### src/rtl/opmode_pkg.sv
package opmode_pkg;

  localparam int RIDX_W = 4;

  localparam logic [RIDX_W-1:0] PC_IDX = RIDX_W'(0);
  localparam logic [RIDX_W-1:0] SR_IDX = RIDX_W'(2);
  localparam logic [RIDX_W-1:0] CG_IDX = RIDX_W'(3);

  typedef enum logic [1:0] {
    MODE_REG  = 2'd0,
    MODE_IDX  = 2'd1,
    MODE_IND  = 2'd2,
    MODE_AINC = 2'd3
  } amode_e;

  // Register and mode select a generated constant rather than storage.
  function automatic logic fn_is_const(input logic [RIDX_W-1:0] r, input amode_e m);
    logic hit;
    hit = 1'b0;
    if (r == CG_IDX) hit = 1'b1;
    else if (r == SR_IDX && (m == MODE_IND || m == MODE_AINC)) hit = 1'b1;
    return hit;
  endfunction

  // Post-increment step: the program counter always moves a full word.
  function automatic logic [1:0] fn_step(input logic is_pc, input logic is_byte);
    return (is_pc || !is_byte) ? 2'd2 : 2'd1;
  endfunction

  // Extension word needed by the source field.
  function automatic logic fn_src_ext(input logic [RIDX_W-1:0] r, input amode_e m);
    return (m == MODE_IDX && r != CG_IDX) || (m == MODE_AINC && r == PC_IDX);
  endfunction

endpackage

### src/rtl/opmode_cg.sv
module opmode_cg
  import opmode_pkg::*;
#(
  parameter int DATA_W = 16
) (
  input  logic [RIDX_W-1:0] reg_num,
  input  amode_e            mode,
  output logic              hit,
  output logic [DATA_W-1:0] value
);

  logic [DATA_W-1:0] sr_const;
  logic [DATA_W-1:0] cg_const;

  always_comb begin
    sr_const = '0;
    unique case (mode)
      MODE_IND:  sr_const = DATA_W'(4);
      MODE_AINC: sr_const = DATA_W'(8);
      default:   sr_const = '0;
    endcase
  end

  always_comb begin
    unique case (mode)
      MODE_REG:  cg_const = '0;
      MODE_IDX:  cg_const = DATA_W'(1);
      MODE_IND:  cg_const = DATA_W'(2);
      default:   cg_const = '1;
    endcase
  end

  assign hit = fn_is_const(reg_num, mode);

  always_comb begin
    value = '0;
    if (reg_num == CG_IDX)                  value = cg_const;
    else if (reg_num == SR_IDX && hit)      value = sr_const;
  end

endmodule

### src/rtl/opmode_src_dec.sv
module opmode_src_dec
  import opmode_pkg::*;
(
  input  logic [RIDX_W-1:0] reg_num,
  input  amode_e            mode,
  input  logic              is_byte,
  input  logic              cg_hit,
  output logic              mem_rd,
  output logic              ext,
  output logic              imm,
  output logic              sym,
  output logic              absl,
  output logic              inc_we,
  output logic [1:0]        inc_amt
);

  logic is_pc;
  assign is_pc  = (reg_num == PC_IDX);

  assign mem_rd = (mode != MODE_REG) && !cg_hit;
  assign ext    = fn_src_ext(reg_num, mode);
  assign imm    = is_pc && (mode == MODE_AINC);
  assign sym    = is_pc && (mode == MODE_IDX);
  assign absl   = (reg_num == SR_IDX) && (mode == MODE_IDX);
  assign inc_we = (mode == MODE_AINC) && !cg_hit;

  always_comb begin
    inc_amt = 2'd0;
    if (inc_we) inc_amt = fn_step(is_pc, is_byte);
  end

endmodule

### src/rtl/opmode_dst_dec.sv
module opmode_dst_dec
  import opmode_pkg::*;
(
  input  logic [RIDX_W-1:0] reg_num,
  input  logic              mode,
  output logic              mem_wr,
  output logic              ext,
  output logic              reg_we
);

  logic sink;
  assign sink   = (reg_num == CG_IDX);
  assign mem_wr = mode && !sink;
  assign ext    = mode && !sink;
  assign reg_we = !mode && !sink;

endmodule

### src/rtl/opmode_decoder.sv
module opmode_decoder
  import opmode_pkg::*;
#(
  parameter int DATA_W = 16
) (
  input  logic              clk,
  input  logic              rst_n,
  input  logic [3:0]        src_reg,
  input  logic [1:0]        src_mode,
  input  logic [3:0]        dst_reg,
  input  logic              dst_mode,
  input  logic              byte_op,
  output logic [1:0]        src_kind,
  output logic              src_mem_rd,
  output logic              src_ext,
  output logic              src_imm,
  output logic              src_sym,
  output logic              src_abs,
  output logic              const_vld,
  output logic [DATA_W-1:0] const_val,
  output logic              dst_kind,
  output logic              dst_mem_wr,
  output logic              dst_ext,
  output logic              dst_reg_we,
  output logic              inc_we,
  output logic [1:0]        inc_amt,
  output logic              addr_lsb_clr
);

  amode_e            s_mode;
  logic              cg_hit_w;
  logic [DATA_W-1:0] cg_val_w;
  logic              rd_w, ext_w, imm_w, sym_w, abs_w, inc_w;
  logic [1:0]        amt_w;
  logic              dwr_w, dext_w, dwe_w;
  logic              lsb_w;

  assign s_mode = amode_e'(src_mode);

  opmode_cg #(.DATA_W(DATA_W)) u_cg (
    .reg_num (src_reg),
    .mode    (s_mode),
    .hit     (cg_hit_w),
    .value   (cg_val_w)
  );

  opmode_src_dec u_src (
    .reg_num (src_reg),
    .mode    (s_mode),
    .is_byte (byte_op),
    .cg_hit  (cg_hit_w),
    .mem_rd  (rd_w),
    .ext     (ext_w),
    .imm     (imm_w),
    .sym     (sym_w),
    .absl    (abs_w),
    .inc_we  (inc_w),
    .inc_amt (amt_w)
  );

  opmode_dst_dec u_dst (
    .reg_num (dst_reg),
    .mode    (dst_mode),
    .mem_wr  (dwr_w),
    .ext     (dext_w),
    .reg_we  (dwe_w)
  );

  assign lsb_w = !byte_op && (rd_w || dwr_w);

  always_ff @(posedge clk or negedge rst_n) begin
    if (!rst_n) begin
      src_kind     <= 2'd0;
      src_mem_rd   <= 1'b0;
      src_ext      <= 1'b0;
      src_imm      <= 1'b0;
      src_sym      <= 1'b0;
      src_abs      <= 1'b0;
      const_vld    <= 1'b0;
      const_val    <= '0;
      dst_kind     <= 1'b0;
      dst_mem_wr   <= 1'b0;
      dst_ext      <= 1'b0;
      dst_reg_we   <= 1'b0;
      inc_we       <= 1'b0;
      inc_amt      <= 2'd0;
      addr_lsb_clr <= 1'b0;
    end else begin
      src_kind     <= src_mode;
      src_mem_rd   <= rd_w;
      src_ext      <= ext_w;
      src_imm      <= imm_w;
      src_sym      <= sym_w;
      src_abs      <= abs_w;
      const_vld    <= cg_hit_w;
      const_val    <= cg_val_w;
      dst_kind     <= dst_mode;
      dst_mem_wr   <= dwr_w;
      dst_ext      <= dext_w;
      dst_reg_we   <= dwe_w;
      inc_we       <= inc_w;
      inc_amt      <= amt_w;
      addr_lsb_clr <= lsb_w;
    end
  end

endmodule

### config.mk
export PLATFORM = sky130hd
export DESIGN_NAME = opmode_decoder
export DESIGN_NICKNAME = d
export VERILOG_FILES = /design/src/rtl/opmode_pkg.sv /design/src/rtl/opmode_cg.sv /design/src/rtl/opmode_src_dec.sv /design/src/rtl/opmode_dst_dec.sv /design/src/rtl/opmode_decoder.sv
export SDC_FILE = /design/constraint.sdc
export NUM_CORES = 1
export LEC_CHECK = 0
export CORE_ASPECT_RATIO = 1.2
export CORE_MARGIN = 1.5
export CORE_UTILIZATION = 60
export CTS_CLUSTER_SIZE = 12
export DETAILED_ROUTE_END_ITERATION = 10
export DONT_BUFFER_PORTS = 1
export MAX_ROUTING_LAYER = met4
export PLACE_DENSITY_LB_ADDON = 0.1
export REMOVE_ABC_BUFFERS = 1
export SYNTH_ARGS = -nofsm -noshare
export SYNTH_HDL_FRONTEND = slang
export SYNTH_HIERARCHICAL = 1
export SYNTH_SLANG_ARGS = --single-unit
### constraint.sdc
create_clock -name clk -period 0.8 [get_ports clk]
set_input_delay 0.04 -clock clk [delete_from_list [all_inputs] [get_ports clk]]
set_output_delay 0.04 -clock clk [all_outputs]
set_load 0.01 [all_outputs]
==> results of run 1 <==
==> sequential cells by signal, indices dropped and copies added, names as in the netlist <==
signal	flops
addr_lsb_clr	1
const_val	16
dst_ext	1
inc_amt	2
const_vld	1
dst_kind	1
src_mem_rd	1
src_imm	1
src_sym	1
inc_we	1
dst_reg_we	1
src_abs	1
src_ext	1
dst_mem_wr	1
src_kind	2
==> per-layer routing <==
| metal | GRT usage [%] | wire, um | up-vias |
|---|---|---|---|
| li1 | - | - | 258 |
| met3 | 7.33 | 118 | 2 |
| met5 | - | 0 | - |
| met2 | 26.0 | 855 | 32 |
| met1 | 19.0 | 596 | 287 |
| met4 | 11.3 | 9 | 0 |
==> through the flow <==
step	instance area [um2]	utilization, %
floorplan	1000	-
global placement	1050	63.1
detailed placement	1050	63.1
CTS	1280	77.3
global route	1290	77.4
finish	1290	77.4
==> report_power, final <==
| part | switching, W | internal (W) |
|---|---|---|
| Combinational | 0.0000695 | 0.0000814 |
| Sequential | 0.0000418 | 0.00166 |
| Clock | 0.000474 | 0.000830 |
==> synth_stat cells, drive strengths merged <==
cell type   n
a21boi      1
a21o        1
a31oi       1
and3        3
and3b       1
and4        4
and4bb      1
buf        12
dfrtp      32
inv         1
nand2       1
nand3b      1
nor2        5
nor2b       1
nor3        1
nor4        1
o211a       1
o21ba       1
o21bai      1
or4         1
xnor2       1
==> final cells by class <==
type	count	area (um2)	area share (%)
inverters	1	3.75	0.292
repair buffers	16	163	12.6
clock buffers	7	65.1	5.06
flip-flops and latches	32	801	62.3
well taps	18	22.5	1.75
multi-input cells	27	201	15.7
clock inverters	1	30.0	2.33
==> kinds of logic after synthesis <==
kind of cell           after synthesis
AO/OA/AOI/OAI                        6
flip-flops                          32
XOR/XNOR                             1
AND/OR/NAND/NOR                     20
buffers and inverters               13
==> worst paths after layout <==
| kind | startpoint | end | slack [ps] | cells past startpoint |
|---|---|---|---|---|
| setup / recovery | src_mode[1] | addr_lsb_clr | -10 | 4 |
| hold / removal | src_reg[2] | src_sym | -90 | 2 |
| max in group asynchronous | rst_n | const_val[12] | 470 | 2 |
| min in group asynchronous | rst_n | dst_kind | 160 | 2 |
==> timing repair <==
action                                  4_1_cts  5_1_grt
endpoints found under the setup margin        0       18
endpoints found under the hold margin        51        5
buffers inserted                              0        0
gates resized for setup                       0        1
==> metrics.yaml, run 1 <==
status: "complete, but fails checks"
violations: "hold timing, setup timing"
arrival_ps: 1010
critPathTopFamily: "buffers and inverters"
vias: 579
synth_compound_area_share_pct: 4.58
cp-end-kind: "flop"
die_y_um: 49.8
drtPass1Iterations: 2
synthMuxAreaShare_pct: 0
cts_buffers: 5
numPortBuffers: 0
cts_root_buf: "clkbuf_4"
powerDensity_nw_per_um2: 2460
hpwl_um: 968
synth.largest_area_cell: "dfrtp_1"
layout.nets: 97
fill_cells: 101
yosys.area_share.simple_pct: 12.8
routed_via_density: 5.68
setup_tns_ps: -9.72
grt_setup_unrepaired: "true"
yosys_warnings: 6
grt_pass1_vias: 530
syn_area_per_cell_um2: 15.2
pin_count: 46
area_delta_synth_final_pct: 17.6
core_area_um2: 1660
final_max_slew_viol_count: 0
stdcell_count: 102
power_w: 0.00316
avgRoutedWirePerCell_um: 15.5
initial_core_util_pct: 65.8
wirelength_mm: 1.58
grt-ovfl-total: 0
fin_crit_ps: 810
synth.top_cell.area_share_pct: 73.2
synthAdderAreaFrac_pct: 0
yosys.area_share.xor_xnor_pct: 0.801
cts_tree: "yes"
dp.cells: 81
grtUsageTotal_pct: 17.5
cpMostUsedCell: "nor2_1"
grt_max_degree: 33
dieArea_um2: 2090
cp_max_fo: 9
drive_gt1_share_pct: 22.6
max-clock-path-buffers: 2
yosysSeqAreaShare_pct: 73.2
drcViolationCount: 0
clock_sinks: 32
path_cells: "dlygate4sd3_1 > nor2_1 > nor2_1 > o21ba_1"
synth_area_um2: 1090
diodes: 0
max_stage_delay_ps: 610
slowest_stage: "dlygate4sd3_1"
synthTopCellsByArea: "dfrtp_1 (73%), buf_4 (8.2%), and4_2 (1.8%), nor2_1 (1.7%), and4_1 (1.6%)"
synth_top_family_by_area: "simple AND/OR/NAND/NOR gates"
syn_inst: 72
critPathKind: "in2reg"
antenna_found_initial: 0
setup_ws_ps: -9.72
required_ps: 1000
die_x_um: 42.0
hold_viol_final: 5
pre_cts_ws_ps: -90.9
place_congestion: 0.682
power.leakage_nw: 0.661
path_clk_slew_ps: 90
drv_cap: 0
hold_class: "in2reg"
ys_ff_latch: 32
row_count: 16
worst_pin_slew_ps: 317
max_freq_ghz: 1.23
finalSetupViolCount: 1
grt_pass1_wl_mm: 2.49
whs_ps: -88.3
cts_hold_buf: 13
drtIter0Drc: 5
period_share_pct: 101
slew_headroom_pct: 78.8
ant_nets: 0
cp-start-kind: "input port"
peakVddDrop_uv: 1760
yosysUniqueCellTypes: 23
layout_commonest_cell: "dfrtp_1"
cts_htree_levels: 2
final_cell_mix: "dfrtp_1 (32), dlygate4sd3_1 (12), clkbuf_4 (5), nor2_1 (4), buf_4 (3)"
critPathBufInv: 1
No activity file was read; power rests on OpenSTA's default activity.
==> run 2, diff against run 1 <==
Settings changed: CELL_PAD_IN_SITES_DETAIL_PLACEMENT from default to 2, CELL_PAD_IN_SITES_GLOBAL_PLACEMENT from default to 2, CORE_UTILIZATION 60 to 39.
==> run 2 against run 1 <==
The run still ends with hold timing, setup timing left. Flip-flop and latch count unchanged. Count of clock-buffer cells in the layout down 1. Critical path type is now reg2out. Worst setup slack better by 8.7 ps.
==> metrics.yaml, run 2 (synthesis results as in run 1) <==
drive_gt1_share_pct: 24.4  # was 22.6%
grtUsageTotal_pct: 17.2  # was 17.5%
regMostFlops: "const_val"  # unchanged
cp_max_fo: 1  # was 9
drcViolationCount: 0  # unchanged
initial_core_util_pct: 42.0  # was 65.8%
period_share_pct: 100  # was 101%
fin_crit_ps: 801  # was 810 ps
antenna_found_initial: 0  # unchanged
core_area_um2: 2600  # was 1660 um2
powerDensity_nw_per_um2: 2240  # was 2460 nW/um2
diodes: 0  # unchanged
whs_ps: -235  # was -88.3 ps
grt_pass1_vias: 625  # was 530
cts_setup_buffers: 0  # unchanged
crit_path_start: "src_mem_rd"  # was src_mode[1]
largestRegisters: "const_val x16, inc_amt x2, src_kind x2"  # unchanged
grt_setup_unrepaired: "true"  # unchanged
finalSetupViolCount: 1  # unchanged
pre_cts_ws_ps: -106  # was -90.9 ps
final_max_slew_viol_count: 0  # unchanged
max-clock-path-buffers: 2  # unchanged
layout.nets: 95  # was 97
cp-end-kind: "output pin"  # was flop
drtIter0Drc: 1  # was 5
clock_sinks: 32  # unchanged
cp-start-kind: "flop"  # was input port
grt_max_degree: 33  # unchanged
largest_reg_flops: 16  # unchanged
die_y_um: 61.0  # was 49.8 um
arrival_ps: 760  # was 1010 ps
die_x_um: 51.3  # was 42.0 um
layout_commonest_cell: "dfrtp_1"  # unchanged
cts_htree_levels: 2  # unchanged
final_cell_mix: "dfrtp_1 (32), dlygate4sd3_1 (7), clkbuf_4 (5), nor2_1 (4), buf_4 (3)"  # was dfrtp_1 (32), dlygate4sd3_1 (12), clkbuf_4 (5), nor2_1 (4), buf_4 (3)
crit_end: "src_mem_rd"  # was addr_lsb_clr
row_count: 20  # was 16
setup_tns_ps: -0.989  # was -9.72 ps
worst_pin_slew_ps: 393  # was 317 ps
critPathKind: "reg2out"  # was in2reg
violations: "hold timing, setup timing"  # unchanged
cts_buffers: 5  # unchanged
drtPass1Iterations: 2  # unchanged
grt_pass1_wl_mm: 3.44  # was 2.49 mm
peakVddDrop_uv: 1020  # was 1760 uV
ant_nets: 0  # unchanged
power.leakage_nw: 0.654  # was 0.661 nW
numPortBuffers: 0  # unchanged
pin_count: 46  # unchanged
avgRoutedWirePerCell_um: 19.7  # was 15.5 um
vias: 595  # was 579
place_congestion: 0.592  # was 0.682
hold_viol_final: 8  # was 5
hpwl_mm: 1.31  # was 968 um
max_freq_ghz: 1.25  # was 1.23 GHz
setup_ws_ps: -0.989  # was -9.72 ps
drv_cap: 0  # unchanged
cp.depth: 0  # was 4
status: "complete, but fails checks"  # unchanged
required_ps: 760  # was 1000 ps
grt-ovfl-total: 0  # unchanged
routed_via_density: 5.17  # was 5.68
wirelength_mm: 2.26  # was 1.58 mm
path_clk_slew_ps: 100  # was 90 ps
area_delta_synth_final_pct: 15.4  # was 17.6%
slew_headroom_pct: 73.8  # was 78.8%
cts_tree: "yes"  # unchanged
hold_class: "in2reg"  # unchanged
dieArea_um2: 3130  # was 2090 um2
cts_root_buf: "clkbuf_4"  # unchanged
==> run 2: cell types whose count changed in the layout (fill, tap and decap cells not counted), sizes merged <==
cell          delta
clkbuf           -1
bufinv           -1
dlygate4sd3      -5
buf              +1
dlymetal6s4s     +2
clkinv           +2
==> run 2: area by class of cell <==
| type | instances | area (um2) |
|---|---|---|
| Clock buffer | 6 | 51.3 |
| Clock inverter | 2 | 10.0 |
| Fill cell | 258 | 1340 |
| Inverter | 1 | 3.75 |
| Multi-Input combinational cell | 27 | 206 |
| Sequential cell | 32 | 801 |
| Tap cell | 33 | 41.3 |
| Timing Repair Buffer | 14 | 149 |
==> run 2: timing repair <==
item,4_1_cts,5_1_grt
pin swaps,0,0
gates resized for setup,0,5
hold buffers,9,1
endpoints found under the hold margin,51,10
setup endpoints to repair,28,40
==> run 2: metal layers <==
layer  global-route usage, %  wire (um)
met1                    19.8        868
met2                    24.1       1130
met3                    9.85        223
met4                    7.89         40
met5                       -          0
==> run 2: power by group <==
part           leakage (nW)  internal, W  switching (W)
Combinational         0.193    0.0000859      0.0000807
Clock                0.0380     0.000418       0.000529
Sequential            0.423      0.00166      0.0000453
Total                 0.654      0.00217       0.000655
==> run 2: worst min path at each step <==
stage / startpoint / endpoint / slack, ps / cells after the start
after CTS: src_reg[2] / src_abs / -260 / 1
after floorplan: rst_n / addr_lsb_clr / -260 / 0
after global placement: rst_n / dst_mem_wr / -250 / 0
after global routing: src_reg[2] / src_abs / -270 / 1
final: src_reg[2] / src_abs / -240 / 1
after detailed placement: rst_n / dst_mem_wr / -250 / 0
==> run 2: per-stage QoR <==
stage / cell area [um2] / util (%) / cells / total power (W) / hold slack [ps]
after detailed placement: 1070 / 41.3 / 97 / 0.00182 / -255
after global placement: 1070 / 41.3 / 97 / 0.00181 / -255
final: 1260 / 48.5 / 115 / 0.00282 / -235
after CTS: 1240 / 47.5 / 114 / 0.00287 / -261
after global routing: 1260 / 48.5 / 115 / 0.00298 / -266
after floorplan: 1000 / - / 60 / 0.00178 / -256
==> run 3, diff against run 2 <==
Settings changed: ABC_AREA from default to 1, CORE_UTILIZATION 39 to 37.
==> run 3 against run 2 <==
The flow finishes with violations (DRC, setup timing). Flip-flop and latch count unchanged. Worst setup slack lost 13 ps. Critical path depth up 6. Synthesized cell count up 32%. Die area rose by 10%. Hold slack gained 280 ps. Critical path type is now in2reg. Critical endpoint is now addr_lsb_clr. Highest routed layer unchanged.
==> metrics.yaml, run 3 <==
avgRoutedWirePerCell_um: 16.3  # was 19.7 um
clock_sinks: 32  # unchanged
hold_path_startpoint: "src_mode[1]"  # was src_reg[2]
p_switching_w: 0.000650  # was 0.000655 W
regMostFlops: "const_val"  # unchanged
yosys_warnings: 6  # unchanged
critPathTopFamily: "buffers and inverters"
holdPathStages: 3  # was 1
drtIter0Drc: 29  # was 1
synth_area_um2: 1150  # was 1090 um2
syn_area_per_cell_um2: 12.1  # was 15.2 um2
power_frac_seq_pct: 59.8  # was 60.6%
max_stage_delay_ps: 590
peakVddDrop_uv: 1020  # about the same
cts_buffers: 5  # unchanged
drv_cap: 0  # unchanged
sw_frac_of_total_pct: 22.8  # was 23.2%
slowest_stage: "dlygate4sd3_1"
routed_via_density: 4.53  # was 5.17
setup_ws_ps: -14.4  # was -0.989 ps
cts_root_buf: "clkbuf_4"  # unchanged
core_area_um2: 3000  # was 2600 um2
power_w: 0.00285  # was 0.00282 W
cts_tree: "yes"  # unchanged
yosys.area_share.simple_pct: 17.0  # was 12.8%
fin_crit_ps: 814  # was 801 ps
dieArea_um2: 3450  # was 3130 um2
power.internal_w: 0.00220  # was 0.00217 W
pin_count: 46  # unchanged
synthTopCellsByArea: "dfrtp_1 (70%), buf_4 (7.8%), nand2_1 (3.9%), nor2_1 (3.9%), inv_1 (3.6%)"  # was dfrtp_1 (73%), buf_4 (8.2%), and4_2 (1.8%), nor2_1 (1.7%), and4_1 (1.6%)
powerDensity_nw_per_um2: 2020  # was 2240 nW/um2
clock_power_share_pct: 32.5  # was 33.5%
grtUsageTotal_pct: 15.9  # was 17.2%
path_clk_slew_ps: 90  # was 100 ps
path_cells: "nand2_1 > inv_1 > dlygate4sd3_1 > a21oi_2 > nor2_1 > nor2_1"
final_cell_mix: "dfrtp_1 (32), dlygate4sd3_1 (22), nor2_1 (12), nand2_1 (12), inv_1 (11)"  # was dfrtp_1 (32), dlygate4sd3_1 (7), clkbuf_4 (5), nor2_1 (4), buf_4 (3)
ys_ff_latch: 32  # unchanged
layout_commonest_cell: "dfrtp_1"  # unchanged
cts_htree_levels: 2  # unchanged
synth.top_cell.area_share_pct: 69.6  # was 73.2%
diodes: 0  # unchanged
hpwl_mm: 1.50  # was 1.31 mm
final_max_slew_viol_count: 0  # unchanged
max_freq_ghz: 1.23  # was 1.25 GHz
synth_top_family_by_area: "simple AND/OR/NAND/NOR gates"  # unchanged
die_y_um: 64.1  # was 61.0 um
synth_compound_area_share_pct: 1.63  # was 4.58%
cp-start-kind: "input port"  # was flop
grt_pass1_vias: 704  # was 625
die_x_um: 53.9  # was 51.3 um
utilization_pct: 47.2  # was 48.5%
hold_path_end: "src_mem_rd"  # was src_abs
largestRegisters: "const_val x16, inc_amt x2, src_kind x2"  # unchanged
vias: 684  # was 595
layout.nets: 128  # was 95
drcViolationCount: 1  # was 0
arrival_ps: 1080  # was 760 ps
synth.largest_area_cell: "dfrtp_1"  # unchanged
max-clock-path-buffers: 2  # unchanged
status: "complete, but fails checks"  # unchanged
drive_gt1_share_pct: 17.4  # was 24.4%
hold_viol_final: 0  # was 8
required_ps: 1060  # was 760 ps
wirelength_mm: 2.47  # was 2.26 mm
setup_tns_ps: -14.4  # was -0.989 ps
yosysUniqueCellTypes: 15  # was 23
area_delta_synth_final_pct: 23.1  # was 15.4%
critPathKind: "in2reg"  # was reg2out
fill_cells: 311  # was 258
violations: "DRC, setup timing"  # was hold timing, setup timing
largest_reg_flops: 16  # unchanged
row_count: 22  # was 20
cp-end-kind: "flop"  # was output pin
drtPass1Iterations: 6  # was 2
finalSetupViolCount: 1  # unchanged
synthMuxAreaShare_pct: 0  # unchanged
grt_max_degree: 33  # unchanged
grt-ovfl-total: 0  # unchanged
synth_edf_count: 0  # unchanged
ys.flop_type: "dfrtp_1"  # unchanged
pre_cts_ws_ps: 23.6  # was -106 ps
syn_inst: 95  # was 72
hold_class: "in2reg"  # unchanged
antenna_found_initial: 0  # unchanged
synthTopCellsByCount: "dfrtp_1 (32), buf_4 (12), nand2_1 (12), nor2_1 (12), inv_1 (11)"  # was dfrtp_1 (32), buf_4 (12), nor2_1 (5)
async_reset_ff_share_pct: 100  # unchanged
ant_nets: 0  # unchanged
slew_headroom_pct: 79.1  # was 73.8%
yosys.area_share.xor_xnor_pct: 0  # was 0.801%
grt_setup_unrepaired: "true"  # unchanged
worst_pin_slew_ps: 313  # was 393 ps
cp_max_fo: 3  # was 1
cpMostUsedCell: "nor2_1"
synthAdderAreaFrac_pct: 0  # unchanged
place_congestion: 0.672  # was 0.592
critPathBufInv: 2
initial_core_util_pct: 38.3  # was 42.0%
numPortBuffers: 0  # unchanged
yosysMostFrequentCell: "dfrtp_1"  # unchanged
yosysSeqAreaShare_pct: 69.6  # was 73.2%
period_share_pct: 102  # was 100%
power.leakage_nw: 0.755  # was 0.654 nW
grt_pass1_wl_mm: 3.67  # was 3.44 mm
comb_power_share_pct: 7.7  # was 5.9%
[run 3: cell count changes in the layout (fill, tap and decap cells not counted), sizes merged, moves of 3 or more]
cell	previous run	this run
and4	4	0
and3	3	0
nor2	5	16
dlygate4sd3	7	22
nand2	1	15
inv	1	12
buf	5	2
a21oi	0	3
[run 3: layout make-up]
class / count / area [um2] / area share, %
Clock buffer: 8 / 58.8 / 4.16
Inverter: 12 / 45.0 / 3.18
Multi-Input combinational cell: 39 / 218 / 15.4
Sequential cell: 32 / 801 / 56.6
Tap cell: 36 / 45.0 / 3.18
Timing Repair Buffer: 24 / 248 / 17.5
[run 3: per-stage QoR]
step | cells | hold slack, ps | area (um2)
global route | 151 | 36.8 | 1420
detailed placement | 120 | -255 | 1110
global placement | 120 | -255 | 1110
floorplan | 83 | -256 | 1060
finish | 151 | 44.8 | 1420
CTS | 145 | -278 | 1350
[run 3: kinds of logic after synthesis]
kind of cell / after synthesis
AND/OR/NAND/NOR: 36
flip-flops: 32
buffers and inverters: 24
AO/OA/AOI/OAI: 3
[run 3: timing repair]
| item | CTS | global route |
|---|---|---|
| resized for setup | 0 | 1 |
| setup buffers | 0 | 0 |
| endpoints found under the hold margin | 52 | 9 |
| endpoints found under the setup margin | 6 | 32 |
| hold buffers | 17 | 6 |
| pin swaps | 0 | 0 |
[run 3: worst max path at each step]
stage / from / end / slack [ps] / cells after the start
after floorplan: src_reg[3] / inc_amt[0] / 80 / 5
after global placement: src_reg[3] / inc_amt[0] / 80 / 5
after detailed placement: src_reg[3] / const_val[8] / 20 / 4
after CTS: src_mem_rd / src_mem_rd / -10 / 0
after global routing: dst_reg[1] / addr_lsb_clr / -50 / 6
final: dst_reg[1] / addr_lsb_clr / -10 / 6
[run 3: power by group through the flow]
| stage | clock [W] | sequential [W] | combinational, W |
|---|---|---|---|
| 4_1_cts | 0.000966 | 0.00171 | 0.000193 |
| 2_1_floorplan | 0 | 0.00173 | 0.0000732 |
| 5_1_grt | 0.00105 | 0.00172 | 0.000245 |
| 3_5_place_dp | 0 | 0.00174 | 0.0000945 |
| 6_report | 0.000926 | 0.00171 | 0.000221 |
| 3_3_place_gp | 0 | 0.00174 | 0.0000886 |
[run 3: per-layer routing]
layer	routed length [um]	vias to the layer above	part of all wire, %	global-route usage, %
met5	0	-	0	-
met4	38	0	1.5	7.69
met3	147	3	6.0	6.07
met2	1360	30	55	25.9
met1	922	340	37	16.1
li1	-	311	-	-
